`src/rtl/seqdet_pkg.sv`:
```
package seqdet_pkg;
  // Pattern length in bits; the detector is built around this width.
  localparam int SEQ_W = 4;
  // Width needed to count a matched-prefix length from 0 to SEQ_W.
  localparam int LEN_W = $clog2(SEQ_W + 1);

  // Matched-tail state: length of the longest received tail that is a
  // leading part of either pattern, plus the newest bits of that tail.
  // A full-length tail is a found state; its oldest bit is not needed.
  typedef struct packed {
    logic [LEN_W-1:0] len;
    logic [SEQ_W-2:0] bits;
  } sfx_t;
endpackage

```
`src/rtl/seqdet_rst_sync.sv`:
```
module seqdet_rst_sync #(
  parameter int STAGES = 2
) (
  input  logic clk_i,
  input  logic rst_n_i,
  output logic rst_n_o
);
  logic [STAGES-1:0] pipe_q;

  always_ff @(posedge clk_i or negedge rst_n_i) begin
    if (!rst_n_i) pipe_q <= '0;
    else          pipe_q <= {pipe_q[STAGES-2:0], 1'b1};
  end

  assign rst_n_o = pipe_q[STAGES-1];
endmodule

```
`src/rtl/seqdet_next_state.sv`:
```
module seqdet_next_state
  import seqdet_pkg::*;
#(
  parameter logic [SEQ_W-1:0] PAT_A = 4'b0110,
  parameter logic [SEQ_W-1:0] PAT_B = 4'b1110
) (
  input  sfx_t cur_i,
  input  logic sd_i,
  output sfx_t nxt_o
);
  // Current tail extended by the incoming bit, newest bit at position 0.
  logic [SEQ_W-1:0] ext;
  logic [SEQ_W:0]   fits;
  logic [LEN_W-1:0] best_len;
  logic [SEQ_W-2:0] keep;

  assign ext     = {cur_i.bits, sd_i};
  assign fits[0] = 1'b1;

  // One comparator pair per candidate tail length.
  for (genvar k = 1; k <= SEQ_W; k++) begin : g_len
    logic reach;
    logic hit_a;
    logic hit_b;
    assign reach   = (int'(cur_i.len) >= k - 1);
    assign hit_a   = (ext[k-1:0] == PAT_A[SEQ_W-1 -: k]);
    assign hit_b   = (ext[k-1:0] == PAT_B[SEQ_W-1 -: k]);
    assign fits[k] = reach && (hit_a || hit_b);
  end

  // The longest fitting tail wins.
  always_comb begin
    best_len = '0;
    for (int k = 1; k <= SEQ_W; k++) begin
      if (fits[k]) best_len = LEN_W'(k);
    end
    for (int i = 0; i < SEQ_W - 1; i++) begin
      keep[i] = (i < int'(best_len));
    end
    nxt_o.len  = best_len;
    nxt_o.bits = ext[SEQ_W-2:0] & keep;
  end
endmodule

```
`src/rtl/seqdet_state_reg.sv`:
```
module seqdet_state_reg
  import seqdet_pkg::*;
(
  input  logic clk_i,
  input  logic rst_n_i,
  input  sfx_t nxt_i,
  output sfx_t cur_o
);
  always_ff @(posedge clk_i or negedge rst_n_i) begin
    if (!rst_n_i) cur_o <= '0;
    else          cur_o <= nxt_i;
  end

  // the tracked tail never grows past one full pattern.
  p_tail_bounded_r3: assert property (@(posedge clk_i) disable iff (!rst_n_i)
    int'(cur_o.len) <= SEQ_W);
endmodule

```
`src/rtl/seqdet_dual.sv`:
```
module seqdet_dual
  import seqdet_pkg::*;
#(
  parameter logic [SEQ_W-1:0] PAT_A      = 4'b0110,
  parameter logic [SEQ_W-1:0] PAT_B      = 4'b1110,
  parameter int               RST_STAGES = 2
) (
  input  logic clk_i,
  input  logic rst_n_i,
  input  logic sd_i,
  output logic found_o
);
  logic rst_sync_n;
  sfx_t cur_st;
  sfx_t nxt_st;

  seqdet_rst_sync #(.STAGES(RST_STAGES)) u_rst (
    .clk_i   (clk_i),
    .rst_n_i (rst_n_i),
    .rst_n_o (rst_sync_n)
  );

  seqdet_next_state #(.PAT_A(PAT_A), .PAT_B(PAT_B)) u_next (
    .cur_i (cur_st),
    .sd_i  (sd_i),
    .nxt_o (nxt_st)
  );

  seqdet_state_reg u_state (
    .clk_i   (clk_i),
    .rst_n_i (rst_sync_n),
    .nxt_i   (nxt_st),
    .cur_o   (cur_st)
  );

  // Moore output: only the found states raise the flag.
  assign found_o = (cur_st.len == LEN_W'(SEQ_W));

  // Saturating count of captured bits since reset, for the checks below.
  logic [LEN_W-1:0] seen_q;
  always_ff @(posedge clk_i or negedge rst_sync_n) begin
    if (!rst_sync_n)                   seen_q <= '0;
    else if (seen_q != LEN_W'(SEQ_W))  seen_q <= seen_q + 1'b1;
  end

  // quiet until a full window has been captured.
  p_quiet_after_reset_r4: assert property (@(posedge clk_i) disable iff (!rst_sync_n)
    (seen_q != LEN_W'(SEQ_W)) |-> !found_o);

  // a raised flag is backed by a matching window of captured bits.
  p_hit_backed_r2: assert property (@(posedge clk_i) disable iff (!rst_sync_n)
    found_o |->
      ({$past(sd_i, 4), $past(sd_i, 3), $past(sd_i, 2), $past(sd_i, 1)} == PAT_A) ||
      ({$past(sd_i, 4), $past(sd_i, 3), $past(sd_i, 2), $past(sd_i, 1)} == PAT_B));

  // a full window matching neither pattern keeps the flag low.
  p_miss_quiet_r5: assert property (@(posedge clk_i) disable iff (!rst_sync_n)
    ((seen_q == LEN_W'(SEQ_W)) &&
     ({$past(sd_i, 4), $past(sd_i, 3), $past(sd_i, 2), $past(sd_i, 1)} != PAT_A) &&
     ({$past(sd_i, 4), $past(sd_i, 3), $past(sd_i, 2), $past(sd_i, 1)} != PAT_B))
    |-> !found_o);

  // while the internal reset is held the flag is low.
  p_reset_clears_r7: assert property (@(posedge clk_i)
    !rst_sync_n |-> !found_o);
endmodule

```
`config.mk`:
```
export PLATFORM = sky130hd
export DESIGN_NAME = seqdet_dual
export DESIGN_NICKNAME = d
export VERILOG_FILES = /design/src/rtl/seqdet_pkg.sv /design/src/rtl/seqdet_rst_sync.sv /design/src/rtl/seqdet_next_state.sv /design/src/rtl/seqdet_state_reg.sv /design/src/rtl/seqdet_dual.sv
export SDC_FILE = /design/constraint.sdc
export NUM_CORES = 1
export LEC_CHECK = 0
export BUFFER_PORTS_ARGS = -buffer_cell sky130_fd_sc_hd__buf_4
export CORE_AREA = 3 3 40 42
export DETAILED_ROUTE_END_ITERATION = 8
export DIE_AREA = 0 0 43 45
export MAX_ROUTING_LAYER = met4
export PLACE_DENSITY = 0.4
export SYNTH_ARGS = -nofsm -noshare
export SYNTH_HDL_FRONTEND = slang
export SYNTH_SLANG_ARGS = --single-unit
export TNS_END_PERCENT = 1
```
`constraint.sdc`:
```
create_clock -name clk_i -period 0.8 [get_ports clk_i]
set_input_delay 0.04 -clock clk_i [delete_from_list [all_inputs] [get_ports clk_i]]
set_output_delay 0.04 -clock clk_i [all_outputs]
set_load 0.01 [all_outputs]
```
==> impl_metrics.tcl <==
set metrics [dict create \
    status "complete, but fails checks" \
    failed_checks "negative setup slack" \
    via_count 213 \
    synthesis.area_um2 275 \
    min_period_ps 1090 \
    rsz0062_at_grt "true" \
    ys_warn_count 0 \
    globalplace.congestion 0.678 \
    drive_gt1_frac 0.457 \
    row_count 13 \
    wirelength_um 529 \
    drc 0 \
    synth_seq_area_share 0.636 \
    initial_core_util 0.214 \
    power_density_nw_per_um2 2120 \
    io_buffers 3 \
    crit_path_start_kind "flip-flop" \
    grt_max_degree 7 \
    cp_max_fo 4 \
    h-tree-depth 1 \
    die_area_um2 1940 \
    synthTopCellsByArea "dfrtp_1, a21oi_1, maj3_2" \
    clock-sinks 7 \
    worstPathArrival_ps 1230 \
    fin_crit_sh 1.37 \
    grt_usage 0.0735 \
    cp-end-kind "flip-flop" \
    slew_viol_final 0 \
    diodes 0 \
    min_path_type "in2reg" \
    clockPowerShare 0.380 \
    p_sw_mw 0.198 \
    grt_pass1_wl_um 897 \
    die_height_um 45 \
    dp_hpwl_um 352 \
    die_w_um 43 \
    min_path_cells 2 \
    cts_tree "done" \
    slowest_delay_ps 390 \
    drv_cap 0 \
    cp.required_ps 930 \
    antenna_found_initial 0 \
    areaGrowthSynthToFinish_pct 44.1 \
    cp_top_family "flip-flops" \
    leakagePower_nw 0.175 \
    hold_ws_ps 36.8 \
    synth_area_leader_cell "dfrtp_1" \
    combPwrFrac 0.145 \
    wl_per_cell_um 10.6 \
    post_synth.cell_area_avg_um2 11.5 \
    drt_iter0_markers 3 \
    syn-num-nets 27 \
    final-hold-violation-count 0 \
    clk_latency_ps 250 \
    hold_end "u_state.cur_o[0]" \
    nets 39 \
    ir_worst_vdd_v 0.000632 \
    synth_cell_types 14 \
    boundaryPins 4 \
    yosysTopAreaCellShare 0.636 \
    ys_seq_elements 7 \
    rrSetupSlack_ps -290 \
    ant_nets 0 \
    fin_util 0.309 \
    sw_frac_of_total 0.235 \
    synth_cells 24 \
    fin_total_pwr_mw 0.841 \
    p_seq_frac 0.475 \
    worst-path-buf-inv 2 \
    setup_viol 5 \
    worstSetupPathType "reg2reg" \
    grt_overflow 0 \
    clk_pin_slew_ps 50 \
    skew_ps 1.41 \
    r2r_cells 3 \
    viasPerCell 4.26 \
    clockBufferDepth 2 \
    core_um2 1280 \
    crit_chain "buf_6, buf_4, o31a_2" \
    numCtsBuffers 3 \
    cts-root-buf "clkbuf_4" \
    min_from "sd_i" \
    slowest_stage "dfrtp_1" \
    fmaxAchievable_mhz 915 \
    p_int_mw 0.644 \
    first_global_vias 216 \
    firstDrtPassIters 2 \
    rr_startpoint "u_state.cur_o[3]" \
    setup_slack_ps -293 \
    r2r_end "u_state.cur_o[4]" \
]
[layout make-up]
type | instances | area [µm²]
Clock buffer | 4 | 26.3
Fill cell | 132 | 888
Inverter | 1 | 3.75
Multi-Input combinational cell | 15 | 101
Sequential cell | 7 | 176
Tap cell | 15 | 18.8
Timing Repair Buffer | 8 | 70.1
[how the worst max path moves through the flow]
stage | startpoint | end | slack, ps | cells after the start
after detailed placement | u_state.cur_o[4] | u_state.cur_o[1] | -200 | 2
after global placement | u_state.cur_o[4] | u_state.cur_o[1] | -190 | 2
after global routing | u_state.cur_o[3] | found_o | -330 | 3
final | u_state.cur_o[3] | u_state.cur_o[4] | -290 | 3
after floorplan | u_state.cur_o[4] | u_state.cur_o[1] | -210 | 2
after CTS | u_state.cur_o[3] | found_o | -300 | 3
[cells in the mapped netlist]
library cell  count
nor3_1            1
a21oi_1           3
nand2b_1          1
maj3_2            1
o31a_2            1
and3_2            1
dfrtp_1           7
nand3b_1          1
nor2_1            3
inv_1             1
nand2_1           1
clkbuf_1          1
o221a_1           1
conb_1            1
[stage by stage]
step,instances,worst slack [ps],instance area [µm²],TNS (ps)
floorplan,24,-210,275,-309
global placement,44,-187,335,-632
detailed placement,44,-200,335,-673
CTS,50,-295,392,-1140
global route,50,-333,397,-1300
finish,50,-293,397,-1140
[registers in the layout (all words and copies together) (netlist names)]
name,cells
u_rst.pipe_q,2
u_state.cur_o,5
[placed cells by master (no fill, tap or decap), types with 2 or more instances in the layout]
cell,count
a21oi_1,2
nor2_1,3
dfrtp_1,6
clkbuf_4,3
buf_4,5
buf_6,2
[power by group through the flow]
| stage | registers (mW) | logic, mW | clock network, mW |
|---|---|---|---|
| 2_1_floorplan | 0.406 | 0.0445 | 0 |
| 3_3_place_gp | 0.404 | 0.0896 | 0 |
| 3_5_place_dp | 0.404 | 0.0914 | 0 |
| 4_1_cts | 0.400 | 0.115 | 0.338 |
| 5_1_grt | 0.403 | 0.133 | 0.365 |
| 6_report | 0.400 | 0.122 | 0.319 |
[logic make-up after synthesis]
group                    after synthesis  synth area share
AND/OR/NAND/NOR                        8             0.150
flip-flops                             7             0.636
AO/OA/AOI/OAI                          5             0.132
buffers and inverters                  2            0.0272
adder cells (fa/ha/maj)                1            0.0409
other                                  1            0.0136
[layer usage]
metal | share of wire | track usage | vias to the layer above | wire [µm]
li1 | - | - | 101 | -
met1 | 0.40 | 0.0667 | 101 | 210
met2 | 0.48 | 0.0988 | 6 | 255
met3 | 0.062 | 0.0398 | 5 | 33
met4 | 0.055 | 0.0904 | 0 | 29
met5 | 0 | - | - | 0
[what timing repair did]
action / in CTS / in global routing
gates resized for setup: 3 / 2
pin swaps: 3 / 1
setup buffers: 1 / 0
hold endpoints to repair: 2 / 0
setup endpoints to repair: 5 / 5
hold buffers: 1 / 0
No activity file was read; power rests on OpenSTA's default activity.
